## src/rtl/dma4_pkg.sv

```systemverilog
package dma4_pkg;

  localparam int ADDR_W = 64;
  localparam int DATA_W = 64;
  localparam int REG_W  = 32;

  // Register offsets inside one channel's eight-word slot
  localparam logic [2:0] OFF_CTRL  = 3'd0;
  localparam logic [2:0] OFF_COUNT = 3'd1;
  localparam logic [2:0] OFF_SRC_H = 3'd2;
  localparam logic [2:0] OFF_SRC_L = 3'd3;
  localparam logic [2:0] OFF_DST_H = 3'd4;
  localparam logic [2:0] OFF_DST_L = 3'd5;

  // Control word fields
  localparam int CTL_EN    = 31;
  localparam int CTL_SZ_HI = 26;
  localparam int CTL_SZ_LO = 25;
  localparam int CTL_DINC  = 24;
  localparam int CTL_SINC  = 23;

  typedef enum logic [1:0] {
    MV_IDLE,
    MV_READ,
    MV_WRITE,
    MV_FINISH
  } mover_state_e;

  // Element size in bytes for a size field
  function automatic logic [ADDR_W-1:0] elem_bytes(input logic [1:0] f);
    return ADDR_W'(1) << f;
  endfunction

  // Address after one element
  function automatic logic [ADDR_W-1:0] step_addr(input logic [ADDR_W-1:0] a,
                                                  input logic [1:0] f,
                                                  input logic inc);
    return inc ? (a + elem_bytes(f)) : a;
  endfunction

  // Byte-lane mask covering one element in the low bytes
  function automatic logic [DATA_W-1:0] lane_mask(input logic [1:0] f);
    logic [DATA_W-1:0] m;
    m = '0;
    for (int b = 0; b < DATA_W / 8; b++) begin
      if (b < (1 << f)) m[b*8 +: 8] = 8'hFF;
    end
    return m;
  endfunction

endpackage

```

## src/rtl/dma4_regs.sv

```systemverilog
module dma4_regs
  import dma4_pkg::*;
#(
  parameter int NCH = 4,
  parameter int RAW = 6,
  parameter logic [RAW-1:0] STAT_ADDR = RAW'(32),
  localparam int CW = (NCH > 1) ? $clog2(NCH) : 1
) (
  input  logic                       clk,
  input  logic                       rst_n,
  input  logic [RAW-1:0]             reg_addr,
  input  logic [REG_W-1:0]           reg_wdata,
  input  logic                       reg_wr,
  input  logic                       reg_rd,
  output logic [REG_W-1:0]           reg_rdata,
  input  logic [NCH-1:0]             tc_set,
  output logic [NCH-1:0]             start_req,
  output logic [NCH-1:0][15:0]       cfg_count,
  output logic [NCH-1:0][1:0]        cfg_size,
  output logic [NCH-1:0]             cfg_sinc,
  output logic [NCH-1:0]             cfg_dinc,
  output logic [NCH-1:0][ADDR_W-1:0] cfg_src,
  output logic [NCH-1:0][ADDR_W-1:0] cfg_dst
);

  localparam int WIN = NCH * 8;

  logic [NCH-1:0][7:0][REG_W-1:0] bank_q;
  logic [NCH-1:0]                 tc_q;
  logic [NCH-1:0]                 tc_clr;
  logic [REG_W-1:0]               stat_word;

  // Decode events, named for the checks below
  logic           in_win, is_stat, wr_chan, wr_stat, wr_other;
  logic [CW-1:0]  sel_ch;
  logic [2:0]     sel_off;

  assign in_win   = (int'(reg_addr) < WIN);
  assign is_stat  = (reg_addr == STAT_ADDR);
  assign sel_ch   = reg_addr[CW+2:3];
  assign sel_off  = reg_addr[2:0];
  assign wr_chan  = reg_wr && in_win;
  assign wr_stat  = reg_wr && is_stat;
  assign wr_other = reg_wr && !in_win && !is_stat;

  always_ff @(posedge clk) begin
    if (!rst_n) begin
      bank_q <= '0;
    end else if (wr_chan) begin
      bank_q[sel_ch][sel_off] <= reg_wdata;
    end
  end

  generate
    for (genvar c = 0; c < NCH; c++) begin : g_ch
      assign tc_clr[c]        = wr_stat && reg_wdata[REG_W-1-c];
      assign stat_word[REG_W-1-c] = tc_q[c];
      assign start_req[c]     = wr_chan && (int'(sel_ch) == c) && (sel_off == OFF_CTRL)
                                && reg_wdata[CTL_EN] && (bank_q[c][OFF_COUNT][15:0] != 16'd0);
      assign cfg_count[c]     = bank_q[c][OFF_COUNT][15:0];
      assign cfg_size[c]      = bank_q[c][OFF_CTRL][CTL_SZ_HI:CTL_SZ_LO];
      assign cfg_sinc[c]      = bank_q[c][OFF_CTRL][CTL_SINC];
      assign cfg_dinc[c]      = bank_q[c][OFF_CTRL][CTL_DINC];
      assign cfg_src[c]       = {bank_q[c][OFF_SRC_H], bank_q[c][OFF_SRC_L]};
      assign cfg_dst[c]       = {bank_q[c][OFF_DST_H], bank_q[c][OFF_DST_L]};
    end
    if (NCH < REG_W) begin : g_stat_pad
      assign stat_word[REG_W-1-NCH:0] = '0;
    end
  endgenerate

  // A completion in the same cycle as a clear keeps its flag
  always_ff @(posedge clk) begin
    if (!rst_n) tc_q <= '0;
    else        tc_q <= (tc_q & ~tc_clr) | tc_set;
  end

  always_comb begin
    reg_rdata = '0;
    if (reg_rd) begin
      if (in_win)       reg_rdata = bank_q[sel_ch][sel_off];
      else if (is_stat) reg_rdata = stat_word;
    end
  end


  stat_clear_chk: assert property (@(posedge clk) disable iff (!rst_n)
    (wr_stat && tc_set == '0) |=> ((stat_word & $past(reg_wdata)) == '0));


  unused_addr_chk: assert property (@(posedge clk) disable iff (!rst_n)
    (wr_other && tc_set == '0) |=> ($stable(bank_q) && $stable(tc_q)));


  ctrl_keep_chk: assert property (@(posedge clk) disable iff (!rst_n)
    (wr_chan && sel_off != OFF_CTRL) |=> $stable(cfg_size) && $stable(cfg_sinc) && $stable(cfg_dinc));

endmodule

```

## src/rtl/dma4_arb.sv

```systemverilog
module dma4_arb #(
  parameter int NCH = 4,
  localparam int CW = (NCH > 1) ? $clog2(NCH) : 1
) (
  input  logic           clk,
  input  logic           rst_n,
  input  logic [NCH-1:0] start_req,
  input  logic [NCH-1:0] active_oh,
  input  logic           take,
  output logic           grant_valid,
  output logic [CW-1:0]  grant_idx,
  output logic [NCH-1:0] grant_oh
);

  logic [NCH-1:0] pending_q;
  logic [NCH-1:0] accept_new;

  // A restart on a queued or running channel is dropped
  assign accept_new = start_req & ~pending_q & ~active_oh;

  always_comb begin
    grant_oh  = '0;
    grant_idx = '0;
    for (int c = NCH - 1; c >= 0; c--) begin
      if (pending_q[c]) begin
        grant_oh  = '0;
        grant_oh[c] = 1'b1;
        grant_idx = CW'(c);
      end
    end
  end

  assign grant_valid = |pending_q;

  always_ff @(posedge clk) begin
    if (!rst_n) begin
      pending_q <= '0;
    end else begin
      pending_q <= (pending_q & ~(take ? grant_oh : '0)) | accept_new;
    end
  end


  grant_onehot_chk: assert property (@(posedge clk) disable iff (!rst_n)
    $onehot0(grant_oh) && ((grant_oh & ~pending_q) == '0));


  grant_lowest_chk: assert property (@(posedge clk) disable iff (!rst_n)
    grant_valid |-> (((grant_oh - NCH'(1)) & pending_q) == '0));


  pend_run_excl_chk: assert property (@(posedge clk) disable iff (!rst_n)
    (pending_q & active_oh) == '0);

endmodule

```

## src/rtl/dma4_mover.sv

```systemverilog
module dma4_mover
  import dma4_pkg::*;
#(
  parameter int NCH = 4,
  localparam int CW = (NCH > 1) ? $clog2(NCH) : 1
) (
  input  logic              clk,
  input  logic              rst_n,
  input  logic              grant_valid,
  input  logic [CW-1:0]     grant_idx,
  input  logic [15:0]       sel_count,
  input  logic [1:0]        sel_size,
  input  logic              sel_sinc,
  input  logic              sel_dinc,
  input  logic [ADDR_W-1:0] sel_src,
  input  logic [ADDR_W-1:0] sel_dst,
  output logic              take,
  output logic [NCH-1:0]    active_oh,
  output logic [NCH-1:0]    tc_pulse,
  output logic              mem_req,
  output logic              mem_we,
  output logic [ADDR_W-1:0] mem_addr,
  output logic [1:0]        mem_size,
  output logic [DATA_W-1:0] mem_wdata,
  input  logic              mem_ack,
  input  logic [DATA_W-1:0] mem_rdata
);

  mover_state_e      state_q;
  logic [CW-1:0]     ch_q;
  logic [ADDR_W-1:0] src_q, dst_q;
  logic [1:0]        size_q;
  logic              sinc_q, dinc_q;
  logic [15:0]       left_q;
  logic [DATA_W-1:0] data_q;

  // Named events
  logic rd_done, elem_done, last_elem;
  assign take      = (state_q == MV_IDLE) && grant_valid;
  assign rd_done   = (state_q == MV_READ) && mem_ack;
  assign elem_done = (state_q == MV_WRITE) && mem_ack;
  assign last_elem = (left_q == 16'd1);

  always_ff @(posedge clk) begin
    if (!rst_n) begin
      state_q <= MV_IDLE;
      ch_q    <= '0;
      src_q   <= '0;
      dst_q   <= '0;
      size_q  <= '0;
      sinc_q  <= 1'b0;
      dinc_q  <= 1'b0;
      left_q  <= '0;
      data_q  <= '0;
    end else begin
      case (state_q)
        MV_IDLE: if (take) begin
          ch_q    <= grant_idx;
          src_q   <= sel_src;
          dst_q   <= sel_dst;
          size_q  <= sel_size;
          sinc_q  <= sel_sinc;
          dinc_q  <= sel_dinc;
          left_q  <= sel_count;
          state_q <= (sel_count != 16'd0) ? MV_READ : MV_IDLE;
        end
        MV_READ: if (rd_done) begin
          data_q  <= mem_rdata & lane_mask(size_q);
          state_q <= MV_WRITE;
        end
        MV_WRITE: if (elem_done) begin
          src_q   <= step_addr(src_q, size_q, sinc_q);
          dst_q   <= step_addr(dst_q, size_q, dinc_q);
          left_q  <= left_q - 16'd1;
          state_q <= last_elem ? MV_FINISH : MV_READ;
        end
        default: state_q <= MV_IDLE;
      endcase
    end
  end

  always_comb begin
    active_oh = '0;
    tc_pulse  = '0;
    if (state_q != MV_IDLE)   active_oh[ch_q] = 1'b1;
    if (state_q == MV_FINISH) tc_pulse[ch_q]  = 1'b1;
  end

  assign mem_req   = (state_q == MV_READ) || (state_q == MV_WRITE);
  assign mem_we    = (state_q == MV_WRITE);
  assign mem_addr  = (state_q == MV_WRITE) ? dst_q : src_q;
  assign mem_size  = size_q;
  assign mem_wdata = data_q;


  req_hold_chk: assert property (@(posedge clk) disable iff (!rst_n)
    (mem_req && !mem_ack) |=> (mem_req && $stable(mem_we) && $stable(mem_addr)));


  rd_then_wr_chk: assert property (@(posedge clk) disable iff (!rst_n)
    (mem_req && !mem_we && mem_ack) |=> (mem_req && mem_we));


  tc_onehot_chk: assert property (@(posedge clk) disable iff (!rst_n)
    $onehot0(tc_pulse));


  zero_count_chk: assert property (@(posedge clk) disable iff (!rst_n)
    (take && sel_count == 16'd0) |=> !mem_req);


  src_fixed_chk: assert property (@(posedge clk) disable iff (!rst_n)
    (elem_done && !sinc_q) |=> $stable(src_q));

endmodule

```

## src/rtl/dma4_copy_engine.sv

```systemverilog
module dma4_copy_engine
  import dma4_pkg::*;
#(
  parameter int NCH = 4,
  parameter int RAW = 6,
  localparam int CW = (NCH > 1) ? $clog2(NCH) : 1
) (
  input  logic              clk,
  input  logic              rst_n,
  input  logic [RAW-1:0]    reg_addr,
  input  logic [31:0]       reg_wdata,
  input  logic              reg_wr,
  input  logic              reg_rd,
  output logic [31:0]       reg_rdata,
  output logic              mem_req,
  output logic              mem_we,
  output logic [63:0]       mem_addr,
  output logic [1:0]        mem_size,
  output logic [63:0]       mem_wdata,
  input  logic              mem_ack,
  input  logic [63:0]       mem_rdata
);

  logic [NCH-1:0]             start_req, active_oh, tc_pulse, grant_oh;
  logic [NCH-1:0][15:0]       cfg_count;
  logic [NCH-1:0][1:0]        cfg_size;
  logic [NCH-1:0]             cfg_sinc, cfg_dinc;
  logic [NCH-1:0][ADDR_W-1:0] cfg_src, cfg_dst;
  logic                       grant_valid, take;
  logic [CW-1:0]              grant_idx;

  dma4_regs #(.NCH(NCH), .RAW(RAW)) u_regs (
    .clk       (clk),
    .rst_n     (rst_n),
    .reg_addr  (reg_addr),
    .reg_wdata (reg_wdata),
    .reg_wr    (reg_wr),
    .reg_rd    (reg_rd),
    .reg_rdata (reg_rdata),
    .tc_set    (tc_pulse),
    .start_req (start_req),
    .cfg_count (cfg_count),
    .cfg_size  (cfg_size),
    .cfg_sinc  (cfg_sinc),
    .cfg_dinc  (cfg_dinc),
    .cfg_src   (cfg_src),
    .cfg_dst   (cfg_dst)
  );

  dma4_arb #(.NCH(NCH)) u_arb (
    .clk         (clk),
    .rst_n       (rst_n),
    .start_req   (start_req),
    .active_oh   (active_oh),
    .take        (take),
    .grant_valid (grant_valid),
    .grant_idx   (grant_idx),
    .grant_oh    (grant_oh)
  );

  dma4_mover #(.NCH(NCH)) u_mover (
    .clk         (clk),
    .rst_n       (rst_n),
    .grant_valid (grant_valid),
    .grant_idx   (grant_idx),
    .sel_count   (cfg_count[grant_idx]),
    .sel_size    (cfg_size[grant_idx]),
    .sel_sinc    (cfg_sinc[grant_idx]),
    .sel_dinc    (cfg_dinc[grant_idx]),
    .sel_src     (cfg_src[grant_idx]),
    .sel_dst     (cfg_dst[grant_idx]),
    .take        (take),
    .active_oh   (active_oh),
    .tc_pulse    (tc_pulse),
    .mem_req     (mem_req),
    .mem_we      (mem_we),
    .mem_addr    (mem_addr),
    .mem_size    (mem_size),
    .mem_wdata   (mem_wdata),
    .mem_ack     (mem_ack),
    .mem_rdata   (mem_rdata)
  );


  tc_from_run_chk: assert property (@(posedge clk) disable iff (!rst_n)
    ((tc_pulse & ~active_oh) == '0) && ((grant_oh & active_oh) == '0));

endmodule

```

## config.mk

```make
export PLATFORM = sky130hd
export DESIGN_NAME = dma4_copy_engine
export DESIGN_NICKNAME = d
export VERILOG_FILES = /design/src/rtl/dma4_pkg.sv /design/src/rtl/dma4_regs.sv /design/src/rtl/dma4_arb.sv /design/src/rtl/dma4_mover.sv /design/src/rtl/dma4_copy_engine.sv
export SDC_FILE = /design/constraint.sdc
export NUM_CORES = 2
export LEC_CHECK = 0
export ABC_AREA = 1
export BUFFER_PORTS_ARGS = -buffer_cell sky130_fd_sc_hd__buf_2
export CORE_ASPECT_RATIO = 1.25
export CORE_MARGIN = 5
export CORE_UTILIZATION = 44
export CTS_CLUSTER_DIAMETER = 150
export DETAILED_ROUTE_END_ITERATION = 10
export GPL_TIMING_DRIVEN = 1
export PLACE_DENSITY = 0.71
export SETUP_SLACK_MARGIN = 0.3
export SLEW_MARGIN = 40
export SYNTH_ARGS = -nofsm -noshare
export SYNTH_HDL_FRONTEND = slang
export SYNTH_SLANG_ARGS = --single-unit
```

## constraint.sdc

```tcl
create_clock -name clk -period 3.3 [get_ports clk]
set_clock_uncertainty 0.2 [all_clocks]
set_input_delay 0.495 -clock clk [delete_from_list [all_inputs] [get_ports clk]]
set_output_delay 0.495 -clock clk [all_outputs]
set_load 0.1 [all_outputs]
```

# [Yosys cells after proc, flatten, opt, wreduce, memory -nomap -nowiden]
# Index checks and enable logic that the tools add are counted.
[classes] add_sub_neg=3 order_cmp=16 n_eq_ne=13 n_shift=2 n_mux=87 n_bitwise=11 reduce_logical=46
[ops] op="$bwmux 1024" count=1
[ops] op="$mux 64" count=9
[ops] op="$bmux 256 s2" count=1
[ops] op="$demux 256 s2" count=1
[ops] op="$mux 256" count=2
[ops] op="$bmux 64 s2" count=2
[ops] op="$mux 8" count=32
[ops] op="$pmux 64 s2" count=2
[ops] op="$mux 32" count=5
[ops] op="$add 64x64->64" count=2
[ops] op="$lt 4x32->1 const A" count=4
[ops] op="$bmux 32 s3" count=1
[ops] op="$demux 32 s3" count=1
[ops] op="$reduce_bool 16->1" count=5
[ops] op="$and 64x64->64" count=1
[ops] op="$lt 3x32->1 const A" count=2
[ops] op="$shl 1x2->64 const A" count=1
[ops] op="$mux 16" count=3
[ops] op="$bmux 16 s2" count=1
[ops] op="$lt 1x32->1 const A" count=1
[ops] op="$lt 2x32->1 const A" count=1
[ops] op="$pmux 16 s2" count=1
[ops] op="$shl 1x2->32 const A" count=1
[ops] op="$logic_and 1x1->1" count=28
[ops] op="other kinds (30)" count=70
[totals] register_bits=1248 input_bits=107 output_inout_bits=164

# [Depth between registers and ports, before layout]
[depth] depth_word=10 ltp_mapped=20 mapped_depth_nobuf=20

# [By module]
# Synthesis repeated with hierarchy kept, for this count alone.
[hier_totals] hier_cells=11932 area_unflattened_um2=72422.0
[modules_own_cells] mod="dma4_regs" instances=1 cells_each=7702 area_each_um2=50342.0
[modules_own_cells] mod="dma4_mover" instances=1 cells_each=2459 area_each_um2=14695.3
[modules_own_cells] mod="dma4_copy_engine" instances=1 cells_each=1728 area_each_um2=7136.8
[modules_own_cells] mod="dma4_arb" instances=1 cells_each=43 area_each_um2=247.7

# [Worst setup path after synthesis]
# Ideal clock, no wire load.
[synth_path] kind="reg-to-output" start="register u_mover.state_q[0]" end="output port mem_addr[17]" arrival_ps=4174 setup_slack_ps=-1569 stages_incl_launch_ff=8 path_cell_list="dfxtp_1 inv_1 ha_1 buf_2 inv_2 buf_1 clkbuf_1 o21ai_0"
[synth_via] elab_chain_cells=2
[synth_lines] item="from (decl)" line="dma4_mover.sv:29" text="mover_state_e state_q;"
[synth_lines] item="from (signal assigned)" line="dma4_mover.sv:65" text="state_q <= (sel_count != 16'd0) ? MV_READ : MV_IDLE;"
[synth_lines] item="from (signal assigned)" line="dma4_mover.sv:75" text="state_q <= last_elem ? MV_FINISH : MV_READ;"
[synth_lines] item="$eq 2x2->1"
[synth_lines] item="via mem_we" line="dma4_copy_engine.sv:16" text="output logic mem_we,"
[synth_lines] item="$mux 64" line="dma4_mover.sv:91" text="assign mem_addr = (state_q == MV_WRITE) ? dst_q : src_q;"
[synth_lines] item="to (decl)" line="dma4_copy_engine.sv:17" text="output logic [63:0] mem_addr,"
# The timed path passes the listed nets, and every way through them passes these cells.

# [Worst setup path after layout]
[layout_path] start="input port reg_addr[3]" end="output port reg_rdata[0]"
[layout_via] elab_chain_cells=6
[layout_lines] item="from (decl)" line="dma4_copy_engine.sv:10" text="input logic [RAW-1:0] reg_addr,"
[layout_lines] item="$bmux 256 s2" line="dma4_regs.sv:81" text="if (in_win) reg_rdata = bank_q[sel_ch][sel_off];"
[layout_lines] item="$mux 256 (not written as such)" line="dma4_regs.sv:81"
[layout_lines] item="$bmux 32 s3" line="dma4_regs.sv:81"
[layout_lines] item="$mux 32 (not written as such)" line="dma4_regs.sv:81"
[layout_lines] item="$mux 32 (*)" line="dma4_regs.sv:81"
[layout_lines] item="$mux 32 (*)" line="dma4_regs.sv:80" text="if (reg_rd) begin"
[layout_lines] item="to (decl)" line="dma4_copy_engine.sv:14" text="output logic [31:0] reg_rdata,"
# Mark *: on every way between the ends. The rest lies on a longest branch, timed or not. The select of a mux whose other input is x is not followed.

==> results.py <==
metrics = {
    "status": {
        "outcome": "finished, violations left",
        "violations": "negative setup slack",
    },
    "clock_network": {
        "cts.clk_slew.worst_paths_ns": 0.07,
        "cts_tree": "done",
        "cts_buffers": 134,
        "htreeDepth": 4,
        "clock_path_buffers": 3,
        "cts.sinks": 1248,
        "root_buffer": "clkbuf_16",
        "worstSkewPairLatency_ns": 0.83,
    },
    "worst_setup_path": {
        "cp_top_family": "buffers and inverters",
        "worstPathArrival_ns": 2.78,
        "cp-start-kind": "input pin",
        "cp_slowest_cell": "nand4_1",
        "path_cells": "buf_12 -> inv_8 -> buf_12 -> nand2_8 -> buf_12 -> buf_16 -> o22ai_4 -> o21ai_1 -> buf_4 -> nand4_1 -> buf_4 -> nor3_2 -> buf_4 -> nor2_4 -> buf_12",
        "crit_path_end_kind": "primary output",
        "crit_fanout": 5,
        "path_buf_inv": 9,
        "critPathKind": "in -> out",
        "cp_data_required_time_ns": 2.60,
        "r2r_setup_slack_ns": 0.35,
        "r2r_cells": 15,
        "worstReg2RegEnd": "u_mover.src_q[37]",
        "reg2reg_from": "u_mover.state_q[0]",
        "path_common_cell": "buf_12",
        "critPathMaxStageDelay_ns": 0.31,
    },
    "layout": {
        "nNetsFinal": 9654,
        "syn2layout_area_growth_pct": 33.8,
        "n_fill_cell": 12200,
        "fin_area_um2": 81900,
        "drive_above_1_share_pct": 20.5,
        "multi_input_area_um2": 34300,
        "seq_area_um2": 25000,
    },
    "floorplan": {
        "die_y_um": 427,
        "core_um2": 139000,
        "fp.dieW_um": 344,
        "ioPinCount": 271,
        "dieArea_um2": 147000,
        "start_util_pct": 44.1,
        "std_cell_rows": 153,
    },
    "placement": {
        "dpl_cell_area_um2": 68700,
        "post-place-ws_ns": -0.467,
        "portBuffers": 270,
        "gp_congestion": 1.01,
        "hpwl_mm": 195,
    },
    "sta": {
        "worst_slew_pin_slew_ns": 0.870,
        "rsz0062_at_grt": "true",
        "max_freq_ghz": 0.288,
        "max-slew-margin-rel_pct": 41.9,
        "hold_violations": 0,
        "slew_viol_final": 0,
        "finalSetupViolCount": 9,
        "hold_ws_ns": 0.0467,
        "timing.final.crit_share_pct": 105,
        "worst_slack_ns": -0.175,
        "min_period_ns": 3.48,
    },
    "route": {
        "first_pass_iters": 9,
        "viasPerCell": 6.21,
        "drc": 0,
        "vias": 71500,
        "drtAntennaViolNets": 0,
        "wl_per_cell_um": 26.5,
        "drt_iter0_drc": 10400,
        "drt_wl_total_mm": 305,
    },
    "flow_run": {
        "maxCapViolations": 0,
    },
    "global_routing": {
        "grt_use_total_pct": 39.2,
        "grt.overflow.total": 0,
        "antenna_found_initial": 12,
        "grt_pass1_vias": 66400,
        "grt_pass1_wl_mm": 435,
        "grt_max_degree": 207,
    },
    "synth": {
        "ys_ff_latch": 1248,
        "synth_ff_type": "dfxtp_1",
        "yosys_warnings": 0,
        "synth-xor-area-share_pct": 0.487,
        "synth_compound_area_share_pct": 27.8,
        "yosys.cell_types.count": 54,
        "synth_top_family_by_area": "compound AO/OA/AOI/OAI gates",
        "synth_common_cells": "nor2_1 (1652), o21ai_0 (1528), dfxtp_1 (1248)",
        "synth_most_common_cell": "nor2_1",
        "synth.area.top_cells": "dfxtp_1 (41%), o21ai_0 (12%), nor2_1 (10%)",
        "synth.net_count": 9100,
        "synthCells": 8981,
        "seq_area_frac_synth_pct": 40.8,
        "yosysTopAreaCell": "dfxtp_1",
        "synthMuxAreaShare_pct": 0,
        "ys_async_sr_fraction_pct": 0,
        "synth-simple-area-share_pct": 21.6,
        "avgSynthCellArea_um2": 6.81,
        "yosysTopAreaCellShare_pct": 40.8,
        "synth-edff-count": 0,
        "syn-cell-area_um2": 61200,
        "synth_adder_area_share_pct": 0.245,
    },
    "pwr": {
        "power_density_nw_per_um2": 672,
        "leakage_nw": 32.5,
        "vdd_ir_drop_max_v": 0.000567,
        "power.total_w": 0.0550,
    },
    "hold_path": {
        "min_path_cells": 3,
        "holdPathEnd": "u_regs.cfg_src[203]",
        "hold_class": "in -> reg",
        "hp-start": "reg_wdata[11]",
    },
}
## logic make-up (layout without fill, tap and decap cells)
logic type,after synthesis,in the layout
AND/OR/NAND/NOR,3213,3214
AO/OA/AOI/OAI,3057,3057
buffers and inverters,1417,2080
flip-flops,1248,1248
XOR/XNOR,34,34
adder cells (fa/ha/maj),12,12
other,0,4
## metal layers
| metal | global-route usage (%) | routed length, um | vias to the layer above |
|---|---|---|---|
| met3 | 10.5 | 37600 | 1466 |
| met4 | 35.0 | 33100 | 8 |
| li1 | - | - | 31500 |
| met5 | 0 | 51 | - |
| met1 | 45.7 | 105000 | 33200 |
| met2 | 58.8 | 129000 | 5373 |
## through the flow
step	util [%]	cells	TNS [ns]
2_1_floorplan	-	8981	0
3_3_place_gp	49.5	10900	-6.01
3_5_place_dp	49.6	10900	-6.14
4_1_cts	57.5	11400	-0.0617
5_1_grt	59.1	11500	-0.509
6_report	59.1	11500	-0.638
## layout make-up
class                      count  share of cell area [%]
antenna                        4                  0.0122
sequential                  1248                    30.6
clock inverter                52                   0.893
tap                         1860                    2.84
multi-input combinational   6317                    41.9
inverter                     669                    3.18
timing repair inverter         4                  0.0428
timing repair buffer        1161                    15.8
clock buffer                 194                    4.78
## worst min-delay path: cells and delay by family
kind	cells	cell delay, ns
buffers and inverters	1	0.30
AND/OR/NAND/NOR	2	0.22
## registers in the layout (all words and copies together) (netlist names), 16 cells and up
name	flops
u_regs.bank_q	432
u_regs.cfg_dst	256
u_regs.cfg_src	256
u_mover.dst_q	64
u_mover.mem_wdata	64
u_mover.src_q	64
u_regs.cfg_count	64
u_mover.left_q	16
## report_power, final
group	leakage, nW	internal (W)	switching (W)
clock	2.29	0.00929	0.00696
combinational	20.1	0.00752	0.0137
sequential	10.1	0.0160	0.00153
## layout by cell type (no fill, tap or decap), types with 20 or more instances in the layout
master and count:
nor2_4 21, o221ai_1 35, buf_4 563, xor2_1 29, a31oi_1 30, buf_16 51, nand4_1 94, dfxtp_2 35
inv_2 62, nor2_2 33, dfxtp_1 1212, o21ai_4 49, o221ai_2 38, nand3_1 263, a21oi_2 42, clkinv_2 22
nand2_4 46, nand2_2 58, inv_1 589, nor2_1 1619, buf_6 82, o22ai_1 49, nand2_8 20, o21ai_1 46
clkbuf_16 142, buf_2 145, dlygate4sd3_1 85, nor4_1 24, clkbuf_8 29, buf_12 200, a22oi_2 81, nor3_1 57
a21oi_1 763, o21ai_0 1440, nand2_1 895, a21oi_4 22, o211ai_1 56, a22oi_1 282, clkbuf_1 29
## worst max-delay path by stage
stage	endpoint	slack, ns	cells past startpoint	startpoint
final	reg_rdata[0]	-0.18	15	reg_addr[3]
after CTS	reg_rdata[0]	-0.06	10	u_regs.cfg_src[0]
after floorplan	reg_rdata[4]	0.04	9	reg_addr[4]
after detailed placement	reg_rdata[0]	-0.47	14	reg_addr[3]
after global routing	reg_rdata[0]	-0.14	16	reg_addr[3]
after global placement	reg_rdata[0]	-0.49	14	reg_addr[3]
## repair_timing
item,CTS,global route
endpoints found under the setup margin,100,211
pin swaps,179,157
setup buffers,125,67
gates resized for setup,760,298
hold buffers,84,1
endpoints found under the hold margin,125,8
cloned,49,7
No activity file was read; power rests on OpenSTA's default activity.
